===== src/rtl/pgreg_pkg.sv =====
package pgreg_pkg;

  localparam int OFF_DATA  = 'hF00;
  localparam int OFF_CTRL  = 'hF04;
  localparam int OFF_STAT  = 'hF08;
  localparam int OFF_LIMIT = 'hF0C;

  localparam int START_BIT = 31;
  localparam int OP_BIT    = 24;
  localparam int TGT_W     = 24;
  localparam int NDOM      = 3;

  typedef enum logic [1:0] {
    DOM_BLT = 2'd0,
    DOM_RND = 2'd1,
    DOM_MED = 2'd2,
    DOM_ALL = 2'd3
  } dom_e;

  typedef enum logic [1:0] {
    ST_IDLE = 2'd0,
    ST_WAKE = 2'd1,
    ST_XFER = 2'd2
  } st_e;

  typedef struct packed {
    dom_e             dom;
    logic             rd;
    logic [TGT_W-1:0] off;
  } ctl_t;

  function automatic logic [NDOM-1:0] dom_mask(input dom_e d);
    if (d == DOM_ALL) return '1;
    return NDOM'(1) << d;
  endfunction

  function automatic ctl_t ctl_decode(input logic [31:0] w);
    ctl_t c;
    c.dom = dom_e'(w[29:28]);
    c.rd  = w[OP_BIT];
    c.off = w[TGT_W-1:0];
    return c;
  endfunction

  function automatic logic [31:0] ctl_encode(input logic go, input ctl_t c);
    return {go, 1'b0, c.dom, 3'b000, c.rd, c.off};
  endfunction

  function automatic logic [TGT_W-1:0] dword_addr(input logic [TGT_W-1:0] off);
    return {off[TGT_W-1:2], 2'b00};
  endfunction

endpackage


===== src/rtl/pgreg_hostif.sv =====
module pgreg_hostif
  import pgreg_pkg::*;
#(
  parameter int ADDR_W    = 12,
  parameter int CNT_W     = 16,
  parameter int LIMIT_RST = 64
) (
  input  logic              clk,
  input  logic              rst_n,
  input  logic              host_we,
  input  logic [ADDR_W-1:0] host_addr,
  input  logic [31:0]       host_wdata,
  output logic [31:0]       host_rdata,
  input  logic              busy,
  input  logic              rd_load,
  input  logic [31:0]       rd_value,
  input  logic              tmo_set,
  output logic              launch,
  output ctl_t              fld,
  output logic [31:0]       wr_hold,
  output logic [CNT_W-1:0]  limit,
  output logic              tmo_flag
);

  localparam logic [ADDR_W-1:0] A_DATA  = ADDR_W'(OFF_DATA);
  localparam logic [ADDR_W-1:0] A_CTRL  = ADDR_W'(OFF_CTRL);
  localparam logic [ADDR_W-1:0] A_STAT  = ADDR_W'(OFF_STAT);
  localparam logic [ADDR_W-1:0] A_LIMIT = ADDR_W'(OFF_LIMIT);

  logic        hit_data, hit_ctrl, hit_stat, hit_limit;
  logic        ctrl_take, data_take, tmo_clear;
  logic [31:0] data_q;
  logic        unused_bits;

  assign hit_data  = host_we && (host_addr == A_DATA);
  assign hit_ctrl  = host_we && (host_addr == A_CTRL);
  assign hit_stat  = host_we && (host_addr == A_STAT);
  assign hit_limit = host_we && (host_addr == A_LIMIT);

  assign ctrl_take = hit_ctrl && !busy;
  assign data_take = hit_data && !busy;
  assign launch    = ctrl_take && host_wdata[START_BIT];
  assign tmo_clear = hit_stat && host_wdata[0];

  assign unused_bits = ^host_wdata;

  always_ff @(posedge clk) begin
    if (!rst_n) begin
      data_q   <= '0;
      wr_hold  <= '0;
      fld      <= '0;
      tmo_flag <= 1'b0;
      limit    <= CNT_W'(LIMIT_RST);
    end else begin
      if (rd_load)        data_q <= rd_value;
      else if (data_take) data_q <= host_wdata;
      if (ctrl_take) fld <= ctl_decode(host_wdata);
      if (launch)    wr_hold <= data_q;
      if (tmo_set)        tmo_flag <= 1'b1;
      else if (tmo_clear) tmo_flag <= 1'b0;
      if (hit_limit) limit <= host_wdata[CNT_W-1:0];
    end
  end

  always_comb begin
    if (host_addr == A_DATA)       host_rdata = data_q;
    else if (host_addr == A_CTRL)  host_rdata = ctl_encode(busy, fld);
    else if (host_addr == A_STAT)  host_rdata = {31'd0, tmo_flag};
    else if (host_addr == A_LIMIT) host_rdata = 32'(limit);
    else                           host_rdata = '0;
  end

endmodule


===== src/rtl/pgreg_seq.sv =====
module pgreg_seq
  import pgreg_pkg::*;
#(
  parameter int CNT_W = 16
) (
  input  logic             clk,
  input  logic             rst_n,
  input  logic             launch,
  input  dom_e             dom,
  input  logic [CNT_W-1:0] limit,
  input  logic [NDOM-1:0]  wake_ack,
  input  logic             be_ack,
  output st_e              st,
  output logic [NDOM-1:0]  wake_req,
  output logic             busy,
  output logic             acks_ok,
  output logic             fin_tmo
);

  logic [CNT_W-1:0] cnt;
  logic [NDOM-1:0]  mask;

  function automatic logic budget_spent(input logic [CNT_W-1:0] c,
                                        input logic [CNT_W-1:0] lim);
    return ({1'b0, c} + (CNT_W+1)'(1)) >= {1'b0, lim};
  endfunction

  assign mask     = dom_mask(dom);
  assign busy     = (st != ST_IDLE);
  assign wake_req = busy ? mask : '0;
  assign acks_ok  = ((wake_ack & mask) == mask);
  assign fin_tmo  = (st == ST_WAKE) && !acks_ok && budget_spent(cnt, limit);

  always_ff @(posedge clk) begin
    if (!rst_n) begin
      st  <= ST_IDLE;
      cnt <= '0;
    end else begin
      unique case (st)
        ST_IDLE: if (launch) begin
          st  <= ST_WAKE;
          cnt <= '0;
        end
        ST_WAKE: begin
          if (acks_ok)      st <= ST_XFER;
          else if (fin_tmo) st <= ST_IDLE;
          else              cnt <= cnt + CNT_W'(1);
        end
        ST_XFER: if (be_ack) st <= ST_IDLE;
        default: st <= ST_IDLE;
      endcase
    end
  end

endmodule


===== src/rtl/pgreg_xfer.sv =====
module pgreg_xfer
  import pgreg_pkg::*;
(
  input  st_e              st,
  input  ctl_t             fld,
  input  logic [31:0]      wr_hold,
  input  logic [31:0]      be_rdata,
  input  logic             be_ack,
  output logic             be_req,
  output logic             be_we,
  output logic [TGT_W-1:0] be_addr,
  output logic [31:0]      be_wdata,
  output logic             rd_load,
  output logic [31:0]      rd_value
);

  assign be_req   = (st == ST_XFER);
  assign be_we    = be_req && !fld.rd;
  assign be_addr  = dword_addr(fld.off);
  assign be_wdata = wr_hold;
  assign rd_load  = be_req && be_ack && fld.rd;
  assign rd_value = be_rdata;

endmodule


===== src/rtl/pgreg_proxy.sv =====
module pgreg_proxy
  import pgreg_pkg::*;
#(
  parameter int ADDR_W    = 12,
  parameter int CNT_W     = 16,
  parameter int LIMIT_RST = 64
) (
  input  logic              clk,
  input  logic              rst_n,
  input  logic              host_we,
  input  logic [ADDR_W-1:0] host_addr,
  input  logic [31:0]       host_wdata,
  output logic [31:0]       host_rdata,
  output logic [2:0]        wake_req,
  input  logic [2:0]        wake_ack,
  output logic              be_req,
  output logic              be_we,
  output logic [23:0]       be_addr,
  output logic [31:0]       be_wdata,
  input  logic [31:0]       be_rdata,
  input  logic              be_ack
);

  logic             launch, busy, acks_ok, fin_tmo, rd_load, tmo_flag;
  ctl_t             fld;
  logic [31:0]      wr_hold, rd_value;
  logic [CNT_W-1:0] limit;
  st_e              st;

  pgreg_hostif #(.ADDR_W(ADDR_W), .CNT_W(CNT_W), .LIMIT_RST(LIMIT_RST)) u_regs (
    .clk, .rst_n, .host_we, .host_addr, .host_wdata, .host_rdata,
    .busy, .rd_load, .rd_value, .tmo_set(fin_tmo),
    .launch, .fld, .wr_hold, .limit, .tmo_flag
  );

  pgreg_seq #(.CNT_W(CNT_W)) u_seq (
    .clk, .rst_n, .launch, .dom(fld.dom), .limit, .wake_ack, .be_ack,
    .st, .wake_req, .busy, .acks_ok, .fin_tmo
  );

  pgreg_xfer u_xfer (
    .st, .fld, .wr_hold, .be_rdata, .be_ack,
    .be_req, .be_we, .be_addr, .be_wdata, .rd_load, .rd_value
  );

endmodule


===== config.mk =====
export PLATFORM = sky130hd
export DESIGN_NAME = pgreg_proxy
export DESIGN_NICKNAME = d
export VERILOG_FILES = /design/src/rtl/pgreg_pkg.sv /design/src/rtl/pgreg_hostif.sv /design/src/rtl/pgreg_seq.sv /design/src/rtl/pgreg_xfer.sv /design/src/rtl/pgreg_proxy.sv
export SDC_FILE = /design/constraint.sdc
export NUM_CORES = 1
export LEC_CHECK = 0
export BUFFER_PORTS_ARGS = -buffer_cell sky130_fd_sc_hd__buf_4
export CAP_MARGIN = 0
export CORE_UTILIZATION = 51
export DETAILED_ROUTE_END_ITERATION = 8
export PLACE_DENSITY_LB_ADDON = 0.12
export REMOVE_ABC_BUFFERS = 1
export SYNTH_ARGS = -nofsm -noshare
export SYNTH_HDL_FRONTEND = slang
export SYNTH_SLANG_ARGS = --single-unit

===== constraint.sdc =====
create_clock -name clk -period 4.4 [get_ports clk]
set_clock_uncertainty 0.15 [all_clocks]
set_input_delay 0 -clock clk [delete_from_list [all_inputs] [get_ports clk]]
set_output_delay 0 -clock clk [all_outputs]
set_load 0.05 [all_outputs]

==> flow_metrics.env <==
export IMPL_tightestPinTransition_ns=1.249
export IMPL_maxCapViolations=0
export IMPL_switching_share=0.2251
export IMPL_maximum_number_of_pins_on_one_net_before_global_route_repair=77
export IMPL_num_vias=6485
export IMPL_cp_required_ns=4.54
export IMPL_postSynth_asyncResetShare=0
export IMPL_dieArea_um2=13670
export IMPL_postSynthAreaPerCell_um2=8.162
export IMPL_num_rows=41
export IMPL_clk_pin_slew_ns=0.06
export IMPL_synth_seq_cells=126
export IMPL_ctsHoldBuffers=72
export IMPL_wl_per_cell_um=16.10
export IMPL_cellPowerDensity_nw_per_um2=292.2
export IMPL_slew_limit_headroom=0.1645
export IMPL_setup_tns_final_ns=0
export IMPL_drive_gt1_frac=0.2266
export IMPL_cts_buffer_depth=2
export IMPL_p_seq_frac=0.422
export IMPL_synth_compound_area_frac=0.1919
export IMPL_overflow=0
export IMPL_numPortBuffers=173
export IMPL_finalHoldViolCount=0
export IMPL_cts_made_buffers=17
export IMPL_first_global_vias=6252
export IMPL_final_cell_area_excluding_filler_cells_um2=9259
export IMPL_share_clk_of_total_power=0.512
export IMPL_post_cts_resize_count=0
export IMPL_areaGrowthSynthToFinish_pct=37.50
export IMPL_arrival_time_at_the_worst_endpoint_ns=3.93
export IMPL_synth_adder_area_share=0.03716
export IMPL_fmax_mhz=263.7
export IMPL_share_comb_of_total_power=0.066
export IMPL_mappedNetlistArea_um2=6734
export IMPL_number_of_enable_flip_flop_cells_after_synthesis=0
export IMPL_worst_hold_slack_ns=0.06541
export IMPL_die_height_um=116.9
export IMPL_period_share=0.8617
export IMPL_finalNetCount=1127
export IMPL_start_util=0.5293
export IMPL_yosys_area_share_simple=0.2189
export IMPL_route_final_wire_length_um=19470
export IMPL_synthCells=825
export IMPL_clk_root_buffer_cell="clkbuf_16"
export IMPL_clock_tree_htree_level_count=4
export IMPL_clkLatencyLatePin_ns=0.42
export IMPL_drc=0
export IMPL_vdd_ir_drop_worst_uv=190.9
export IMPL_rsz0062_at_grt="false"
export IMPL_grt_pass1_wl_um=31050
export IMPL_critPathKind="register to register"
export IMPL_dr_first_iter_drc_count=414
export IMPL_synth_top_family_by_area="simple AND/OR/NAND/NOR gates"
export IMPL_setup_viol=0
export IMPL_status="complete, no violations"
export IMPL_synth_yosys_seq_area_share=0.3746
export IMPL_first_pass_iters=5
export IMPL_ant_nets=0
export IMPL_crit_path_capture_type="register"
export IMPL_layout_min_cycle_time_ns=3.792
export IMPL_peak_fanout_along_the_critical_path=10
export IMPL_io_pin_count=176
export IMPL_post_cts_buffers=0
export IMPL_clkSinkCount=126
export IMPL_final_util=0.7278
export IMPL_dp_cells=1105
export IMPL_num_antenna_cells=0
export IMPL_track_usage=0.2988
export IMPL_gp_congestion=0.8528
export IMPL_final_instance_count_excl_fill=1209
export IMPL_ff2ff_setup_slack_ns=0.61
export IMPL_cts_tree="done"
export IMPL_p_int_mw=2.097
export IMPL_power_switching_mw=0.6090
export IMPL_timing_critical_path_from_type="register"
export IMPL_yosys_area_share_xor_xnor=0.01041
export IMPL_coreArea_um2=12720
export IMPL_final_max_slew_violation_count=0
export IMPL_grt_antenna_before_repair=0
export IMPL_detailed_place_area_um2=7954
export IMPL_yosysWarningCount=0
export IMPL_die_w_um=116.9
export IMPL_synth_mux_area_frac=0.09550
export IMPL_avgViaCountPerCell=5.364
export IMPL_leakage_nw=4.357
export IMPL_hold_path_class="primary input to register"
export IMPL_synthFlopType="dfxtp_1"
export IMPL_sum_of_net_half_perimeters_after_detailed_placement_um=12640
export IMPL_synth_cell_type_count=50
[critical path, cell delays in order, from the launching register on]
cell      delay, ns
dfxtp_1        0.43
nand3_1        0.18
nor4_1         0.66
nand2_1        0.14
and2_1         0.21
or2_2          0.30
ha_1           0.29
nand3_1        0.09
nor3_1         0.34
nand2_1        0.17
and4_1         0.37
nand2_1        0.22
o221ai_2       0.11
[layout by cell type, fill, tap and decap left out, drive strengths merged, types with 12 or more instances in the layout]
cell	n
a21boi	76
a21oi	22
and2	12
buf	183
clkbuf	19
dfxtp	126
dlygate4sd3	72
ha	20
inv	22
mux2i	62
nand2	216
nor2	59
o211a	32
o21ai	12
[through the flow]
step	power, mW	setup WS, ns
global route	2.787	0.2024
detailed placement	1.293	0.6403
CTS	2.721	0.6199
global placement	1.292	0.7415
floorplan	1.200	0.8803
finish	2.706	0.6084
[sequential cells by signal, indices dropped and copies added, names as in the netlist]
| name | count |
|---|---|
| u_regs.fld | 27 |
| u_regs.data_q | 32 |
| u_regs.limit | 16 |
| u_seq.st | 2 |
| u_regs.tmo_flag | 1 |
| u_seq.cnt | 16 |
| u_regs.wr_hold | 32 |
[worst paths after layout]
path | endpoint | start | depth (start not counted)
worst min register to register | u_regs.wr_hold[8]$_SDFFE_PN0P_ | u_regs.wr_hold[8]$_SDFFE_PN0P_ | 2
worst max register to register | u_seq.cnt[12]$_SDFFE_PN0P_ | u_seq.cnt[2]$_SDFFE_PN0P_ | 12
worst max-delay path | u_seq.cnt[12]$_SDFFE_PN0P_ | u_seq.cnt[2]$_SDFFE_PN0P_ | 12
worst min-delay path | u_regs.limit[0]$_SDFFE_PN0P_ | host_addr[3] | 5
[final cells by class]
type | instances | area (um2)
Multi-Input combinational cell | 603 | 3751
Sequential cell | 126 | 2522
Inverter | 21 | 78.83
Tap cell | 172 | 215.2
Clock inverter | 13 | 141.4
Clock buffer | 19 | 442.9
Timing Repair Buffer | 255 | 2107
Fill cell | 994 | 3463
[power by group through the flow]
stage	clock (mW)	sequential, mW	combinational (mW)
3_3_place_gp	0	1.17	0.125
4_1_cts	1.40	1.14	0.176
2_1_floorplan	0	1.17	0.0335
6_report	1.39	1.14	0.179
3_5_place_dp	0	1.17	0.127
5_1_grt	1.46	1.14	0.191
[cells in the mapped netlist, types with 10 or more instances]
cell type	number	area, um2
nand2_1	216	810.8
clkbuf_1	38	142.6
mux2i_1	62	620.6
inv_1	20	75.07
dfxtp_1	126	2522
buf_2	10	50.05
a21oi_1	22	110.1
buf_4	24	180.2
o211a_1	32	320.3
nor2_1	59	221.5
and2_1	12	75.07
ha_1	20	250.2
a21boi_0	76	570.6
[cell families after synthesis]
kind of cell / count (synthesis)
compound gates: 166
xor+xnor: 8
fa+ha+maj: 20
buf+inv: 97
flops: 126
mux: 63
other cells: 1
simple gates: 344
[metal layers]
layer  vias up  part of all wire  track usage
li1       3174                 -            -
met1      3060              0.42       0.3541
met2       221              0.49       0.5235
met3        30             0.063      0.07261
met4         0             0.019       0.1122
met5         -                 0            0
(Power assumes the default switching activity.)
